File: src/rtl/pllp_pkg.sv
// Shared types for the synthesizer programmer.
// Assumes the synthesizer register is 19 bits wide with the select bit last.
package pllp_pkg;
    localparam int WORD_W = 19;
    typedef logic [WORD_W-1:0] pll_word_t;
    typedef enum logic [1:0] {TOP_IDLE, TOP_REF, TOP_DIV} top_state_t;
    typedef enum logic [2:0] {SH_IDLE, SH_LOW, SH_HIGH, SH_PRE, SH_STRB, SH_POST} sh_state_t;
endpackage

File: src/rtl/pllp_divcalc.sv
// Computes the swallow and programmable counts from a channel number and
// packs both serial words. Assumes MODULUS is a power of two up to 128.
module pllp_divcalc
    import pllp_pkg::*;
#(
    parameter int BASE_DIV = 34904,
    parameter int MODULUS  = 64,
    parameter int REF_DIV  = 1700,
    parameter int CH_W     = 17
) (
    input  logic [CH_W-1:0] chan_idx,
    input  logic            sw_sel,
    output pll_word_t       ref_word,
    output pll_word_t       div_word,
    output logic            valid
);
    localparam int SH = $clog2(MODULUS);
    localparam int NW = $clog2(BASE_DIV + (1 << CH_W)) + 1;

    logic [NW-1:0] n_tot, n_cnt, a_cnt;
    logic [6:0]    a_fld;
    logic [13:0]   r_fld;

    // Total division, split into programmable and swallow counts.
    always_comb begin
        n_tot = NW'(BASE_DIV) + NW'(chan_idx);
        n_cnt = n_tot >> SH;
        a_cnt = NW'(n_tot[SH-1:0]);
        a_fld = 7'(n_tot[SH-1:0]);
        r_fld = 14'(REF_DIV);
        valid = (n_cnt <= NW'(2047)) && (n_cnt >= NW'(3)) && (a_cnt < n_cnt);
    end

    // Word packing: mode bits, reference count and select bit 1; counts and select bit 0.
    always_comb begin
        ref_word = {1'b0, 1'b0, 1'b1, sw_sel, r_fld, 1'b1};
        div_word = {n_cnt[10:0], a_fld, 1'b0};
    end
endmodule

File: src/rtl/pllp_shifter.sv
// Shifts one 19-bit word MSB first on a three-wire link, then strobes
// the load line. All gaps are counted in system cycles; each must be >= 1.
module pllp_shifter
    import pllp_pkg::*;
#(
    parameter int T_SETUP   = 3,
    parameter int T_CLK_HI  = 3,
    parameter int T_LE_GAP  = 4,
    parameter int T_LE_HIGH = 13,
    parameter int T_WORD_GAP = 13
) (
    input  logic      clk,
    input  logic      rst_n,
    input  logic      load,
    input  pll_word_t word,
    output logic      ser_clk,
    output logic      ser_data,
    output logic      ser_le,
    output logic      word_done
);
    localparam int CW = $clog2(T_SETUP + T_CLK_HI + T_LE_GAP + T_LE_HIGH + T_WORD_GAP + 1);
    localparam int BW = $clog2(WORD_W);

    sh_state_t     st;
    pll_word_t     sreg;
    logic [CW-1:0] cnt;
    logic [BW-1:0] bit_i;

    // Bit and gap sequencer driving the three link wires.
    always_ff @(posedge clk) begin
        if (!rst_n) begin
            st <= SH_IDLE; sreg <= '0; cnt <= '0; bit_i <= '0;
            ser_clk <= 1'b0; ser_data <= 1'b0; ser_le <= 1'b0; word_done <= 1'b0;
        end else begin
            word_done <= 1'b0;
            case (st)
                SH_IDLE: if (load) begin
                    sreg <= word; ser_data <= word[WORD_W-1];
                    bit_i <= '0; cnt <= '0; st <= SH_LOW;
                end
                SH_LOW: if (cnt == CW'(T_SETUP - 1)) begin
                    ser_clk <= 1'b1; cnt <= '0; st <= SH_HIGH;
                end else cnt <= cnt + 1'b1;
                SH_HIGH: if (cnt == CW'(T_CLK_HI - 1)) begin
                    ser_clk <= 1'b0; cnt <= '0;
                    if (bit_i == BW'(WORD_W - 1)) st <= SH_PRE;
                    else begin
                        sreg <= {sreg[WORD_W-2:0], 1'b0};
                        ser_data <= sreg[WORD_W-2];
                        bit_i <= bit_i + 1'b1;
                        st <= SH_LOW;
                    end
                end else cnt <= cnt + 1'b1;
                SH_PRE: if (cnt == CW'(T_LE_GAP - 1)) begin
                    ser_le <= 1'b1; cnt <= '0; st <= SH_STRB;
                end else cnt <= cnt + 1'b1;
                SH_STRB: if (cnt == CW'(T_LE_HIGH - 1)) begin
                    ser_le <= 1'b0; cnt <= '0; st <= SH_POST;
                end else cnt <= cnt + 1'b1;
                SH_POST: if (cnt == CW'(T_WORD_GAP - 1)) begin
                    word_done <= 1'b1; cnt <= '0; st <= SH_IDLE;
                end else cnt <= cnt + 1'b1;
                default: st <= SH_IDLE;
            endcase
        end
    end


    le_clk_excl_chk: assert property (@(posedge clk) disable iff (!rst_n)
        !(ser_le && ser_clk));

    data_hold_chk: assert property (@(posedge clk) disable iff (!rst_n)
        (ser_clk && $past(ser_clk)) |-> $stable(ser_data));

    le_after_last_bit_chk: assert property (@(posedge clk) disable iff (!rst_n)
        $rose(ser_le) |-> (bit_i == BW'(WORD_W - 1)));
endmodule

File: src/rtl/pll_prog_ctrl.sv
// Top level: validates the channel, then sends the reference word and
// the divider word in that order and pulses done. Start is ignored while busy.
module pll_prog_ctrl
    import pllp_pkg::*;
#(
    parameter int BASE_DIV   = 34904,
    parameter int MODULUS    = 64,
    parameter int REF_DIV    = 1700,
    parameter int CH_W       = 17,
    parameter int T_SETUP    = 3,
    parameter int T_CLK_HI   = 3,
    parameter int T_LE_GAP   = 4,
    parameter int T_LE_HIGH  = 13,
    parameter int T_WORD_GAP = 13
) (
    input  logic            clk,
    input  logic            rst_n,
    input  logic            start,
    input  logic [CH_W-1:0] chan_idx,
    input  logic            sw_sel,
    output logic            busy,
    output logic            done,
    output logic            err,
    output logic            ser_clk,
    output logic            ser_data,
    output logic            ser_le
);
    top_state_t st;
    pll_word_t  ref_w, div_w, div_q, load_w;
    logic       ok, load_q, word_done;

    pllp_divcalc #(.BASE_DIV(BASE_DIV), .MODULUS(MODULUS), .REF_DIV(REF_DIV), .CH_W(CH_W))
        calc_i (.chan_idx(chan_idx), .sw_sel(sw_sel), .ref_word(ref_w), .div_word(div_w), .valid(ok));

    pllp_shifter #(.T_SETUP(T_SETUP), .T_CLK_HI(T_CLK_HI), .T_LE_GAP(T_LE_GAP),
                   .T_LE_HIGH(T_LE_HIGH), .T_WORD_GAP(T_WORD_GAP))
        shf_i (.clk(clk), .rst_n(rst_n), .load(load_q), .word(load_w),
               .ser_clk(ser_clk), .ser_data(ser_data), .ser_le(ser_le), .word_done(word_done));

    // Transfer sequencing: accept request, issue reference then divider word.
    always_ff @(posedge clk) begin
        if (!rst_n) begin
            st <= TOP_IDLE; load_q <= 1'b0; load_w <= '0; div_q <= '0;
            done <= 1'b0; err <= 1'b0;
        end else begin
            load_q <= 1'b0;
            done   <= 1'b0;
            case (st)
                TOP_IDLE: if (start) begin
                    err <= !ok;
                    if (ok) begin
                        load_w <= ref_w; div_q <= div_w; load_q <= 1'b1; st <= TOP_REF;
                    end
                end
                TOP_REF: if (word_done) begin
                    load_w <= div_q; load_q <= 1'b1; st <= TOP_DIV;
                end
                TOP_DIV: if (word_done) begin
                    done <= 1'b1; st <= TOP_IDLE;
                end
                default: st <= TOP_IDLE;
            endcase
        end
    end

    assign busy = (st != TOP_IDLE);


    done_idle_chk: assert property (@(posedge clk) disable iff (!rst_n)
        done |-> !busy);

    done_single_chk: assert property (@(posedge clk) disable iff (!rst_n)
        done |=> !done);

    err_quiet_chk: assert property (@(posedge clk) disable iff (!rst_n)
        err |-> (!busy && !ser_clk && !ser_le));
endmodule

File: config.mk
export PLATFORM = sky130hd
export DESIGN_NAME = pll_prog_ctrl
export DESIGN_NICKNAME = d
export VERILOG_FILES = /design/src/rtl/pllp_pkg.sv /design/src/rtl/pllp_divcalc.sv /design/src/rtl/pllp_shifter.sv /design/src/rtl/pll_prog_ctrl.sv
export SDC_FILE = /design/constraint.sdc
export NUM_CORES = 1
export LEC_CHECK = 0
export BUFFER_PORTS_ARGS = -buffer_cell sky130_fd_sc_hd__buf_2
export CAP_MARGIN = 10
export CELL_PAD_IN_SITES_DETAIL_PLACEMENT = 0
export CELL_PAD_IN_SITES_GLOBAL_PLACEMENT = 1
export CORE_ASPECT_RATIO = 1.75
export CORE_MARGIN = 5
export CORE_UTILIZATION = 49
export CTS_BUF_LIST = sky130_fd_sc_hd__clkbuf_8
export DETAILED_ROUTE_END_ITERATION = 6
export PLACE_DENSITY = 0.82
export SKIP_CTS_REPAIR_TIMING = 1
export SLEW_MARGIN = 20
export SYNTH_ARGS = -nofsm -noshare
export SYNTH_HDL_FRONTEND = slang
export SYNTH_HIERARCHICAL = 1
export SYNTH_SLANG_ARGS = --single-unit
File: constraint.sdc
create_clock -name clk -period 3 [get_ports clk]
set_input_delay 0.6 -clock clk [delete_from_list [all_inputs] [get_ports clk]]
set_output_delay 0.6 -clock clk [all_outputs]
set_load 0.01 [all_outputs]
==> impl_metrics.env <==
export IMPL_status="finished, final reports clean"
export IMPL_synth_seq_cells=79
export IMPL_drtPass1Iterations=4
export IMPL_clk_pin_slew_ns=0.07
export IMPL_drc=0
export IMPL_grt_setup_unrepaired="no"
export IMPL_setup_violations_final=0
export IMPL_synth_edf_count=0
export IMPL_drt_total_wl_um=8293
export IMPL_gp_congestion=0.7786
export IMPL_htreeDepth=3
export IMPL_fin_nets=518
export IMPL_synth_flop_cell="dfxtp_1"
export IMPL_cts_root_buffer="clkbuf_8"
export IMPL_tightestPinTransition_ns=0.7893
export IMPL_clock_sinks=79
export IMPL_cts_buffer_depth=2
export IMPL_totalPowerFinal_w=0.002626
export IMPL_grt_pass1_vias=3307
export IMPL_drt_wirelength_per_cell_um=13.53
export IMPL_die_w_um=82.35
export IMPL_endpoint_kind="register"
export IMPL_grt_usage_pct=15.95
export IMPL_critPathLaunchType="register"
export IMPL_clock_fmax_mhz=431.5
export IMPL_dieArea_um2=11250
export IMPL_syn_to_final_growth_pct=4.293
export IMPL_synthCells=486
export IMPL_via_per_inst=5.424
export IMPL_pin_count=27
export IMPL_clock_latency_ns=0.35
export IMPL_port_buffers=26
export IMPL_yosysWarnings=6
export IMPL_floorplan_initialDensity_pct=49.67
export IMPL_finalHoldViolCount=0
export IMPL_cts_tree="yes"
export IMPL_async_reset_ff_share_pct=0
export IMPL_cp_data_required_time_ns=3.26
export IMPL_drive_gt1_share_pct=27.99
export IMPL_fin_area_um2=4681
export IMPL_hold_ws_ns=0.4593
export IMPL_seq_area_frac_synth_pct=35.24
export IMPL_dp_hpwl_um=5997
export IMPL_placed_area_um2=4529
export IMPL_grt_pass1_wl_um=14300
export IMPL_cts_buffers=9
export IMPL_worstSetupPathType="reg2reg"
export IMPL_tns_ns=0
export IMPL_rrSetupSlack_ns=0.68
export IMPL_finalCriticalPeriod_ns=2.318
export IMPL_vdd_drop_max_uv=377.9
export IMPL_drtIter0Drc=99
export IMPL_dr_total_vias=3325
export IMPL_synth_cell_types=60
export IMPL_antenna_found_initial=0
export IMPL_syn_avg_cell_area_um2=9.235
export IMPL_drv_cap=0
export IMPL_slew_viol_final=0
export IMPL_diodes=0
export IMPL_dp_slack_ns=0.3409
export IMPL_setup_slack_ns=0.6824
export IMPL_worstPathMaxFanout=17
export IMPL_die_h_um=136.6
export IMPL_grt_overflow=0
export IMPL_critical_path_arrival_ns=2.57
export IMPL_syn_area_um2=4488
export IMPL_rows=46
export IMPL_fin_skew_ns=0.006299
export IMPL_detail_route_antenna_nets=0
export IMPL_pwr_density_cell_nw_per_um2=561.0
export IMPL_relSlewSlack_pct=47.25
export IMPL_hold_class="reg2reg"
export IMPL_fin_crit_sh_pct=77.25
export IMPL_core_um2=9036
export IMPL_cellLeakagePower_nw=1.706
export IMPL_grt_max_degree=47
## layout make-up
cell class | count | area [um2]
inverters | 13 | 48.80
well taps | 120 | 150.1
flip-flops and latches | 79 | 1582
fillers | 903 | 4355
multi-input cells | 350 | 2529
repair buffers | 38 | 220.2
clock inverters | 3 | 13.76
clock buffers | 10 | 137.6
## cells in the mapped netlist, drive strengths merged (5+ instances only)
library cell / number / area, um2
nand2: 92 / 390.4
dfxtp: 79 / 1582
buf: 42 / 335.3
nor2: 32 / 165.2
a21boi: 21 / 229.0
a221o: 20 / 200.2
clkbuf: 20 / 76.32
nand3b: 20 / 162.7
a311oi: 19 / 285.3
o311a: 19 / 190.2
a21oi: 13 / 65.06
inv: 11 / 41.29
o21ai: 11 / 62.56
nand3: 10 / 50.05
xnor2: 10 / 87.58
ha: 6 / 75.07
or3: 5 / 31.28
## final timing paths
path,start,to,cells past startpoint
setup / recovery,shf_i/cnt[2]$_SDFFE_PN0P_,shf_i/sreg[1]$_SDFFE_PN0P_,6
hold / removal,div_q[10]$_SDFFE_PN0P_,div_q[10]$_SDFFE_PN0P_,2
setup reg to reg,shf_i/cnt[2]$_SDFFE_PN0P_,shf_i/sreg[1]$_SDFFE_PN0P_,6
hold reg to reg,div_q[10]$_SDFFE_PN0P_,div_q[10]$_SDFFE_PN0P_,2
## registers in the layout, summed over array words and instances (netlist names)
signal / cells
shf_i/bit_i: 5
done: 1
shf_i/sreg: 18
shf_i/st: 3
shf_i/ser_le: 1
div_q: 19
load_w: 19
shf_i/ser_data: 1
shf_i/cnt: 6
shf_i/word_done: 1
load_q: 1
err: 1
st: 2
shf_i/ser_clk: 1
## metal layers
metal / vias up / GRT usage [%] / share of wire, %
li1: 1715 / - / -
met1: 1554 / 16.61 / 42
met2: 44 / 29.64 / 53
met3: 12 / 2.503 / 2.5
met4: 0 / 7.948 / 2.1
met5: - / 0 / 0
## cells by family (layout without fill, tap and decap cells)
group | after synthesis | after routing | share of synthesized area [%]
other cells | 2 | 20 | 0.1673
flops | 79 | 79 | 35.24
buf+inv | 75 | 64 | 10.26
compound gates | 119 | 119 | 26.12
fa+ha+maj | 6 | 6 | 1.673
xor+xnor | 12 | 12 | 2.342
simple gates | 190 | 190 | 23.47
mux | 3 | 3 | 0.7248
## through the flow
step           instances  utilization (%)
4_1_cts              613            51.80
6_report             613            51.80
2_1_floorplan        504                -
3_3_place_gp         600            50.12
3_5_place_dp         600            50.12
5_1_grt              613            51.80
## report_power, final
part	leakage (nW)	internal [W]	switching, W
clock network	0.0850	0.000303	0.000354
logic	0.975	0.000284	0.000424
registers	0.646	0.00115	0.000106
total	1.71	0.00174	0.000885
## layout by cell type, fill, tap and decap left out, types with 18 or more instances in the layout
cell       n
o311a_1   19
nand2_2   18
a311oi_2  19
a221o_1   20
buf_2     26
nand3b_1  19
dfxtp_1   79
nand2_1   74
conb_1    20
nor2_2    18
a21boi_2  19
## critical path, stage by stage, from the launching register on
cell and delay (ns):
dfxtp_1 0.40, nor4_4 0.49, a41oi_2 0.21, nor3_4 0.45, buf_4 0.37, nor2_2 0.06
a311oi_2 0.24
(Power assumes the default switching activity.)
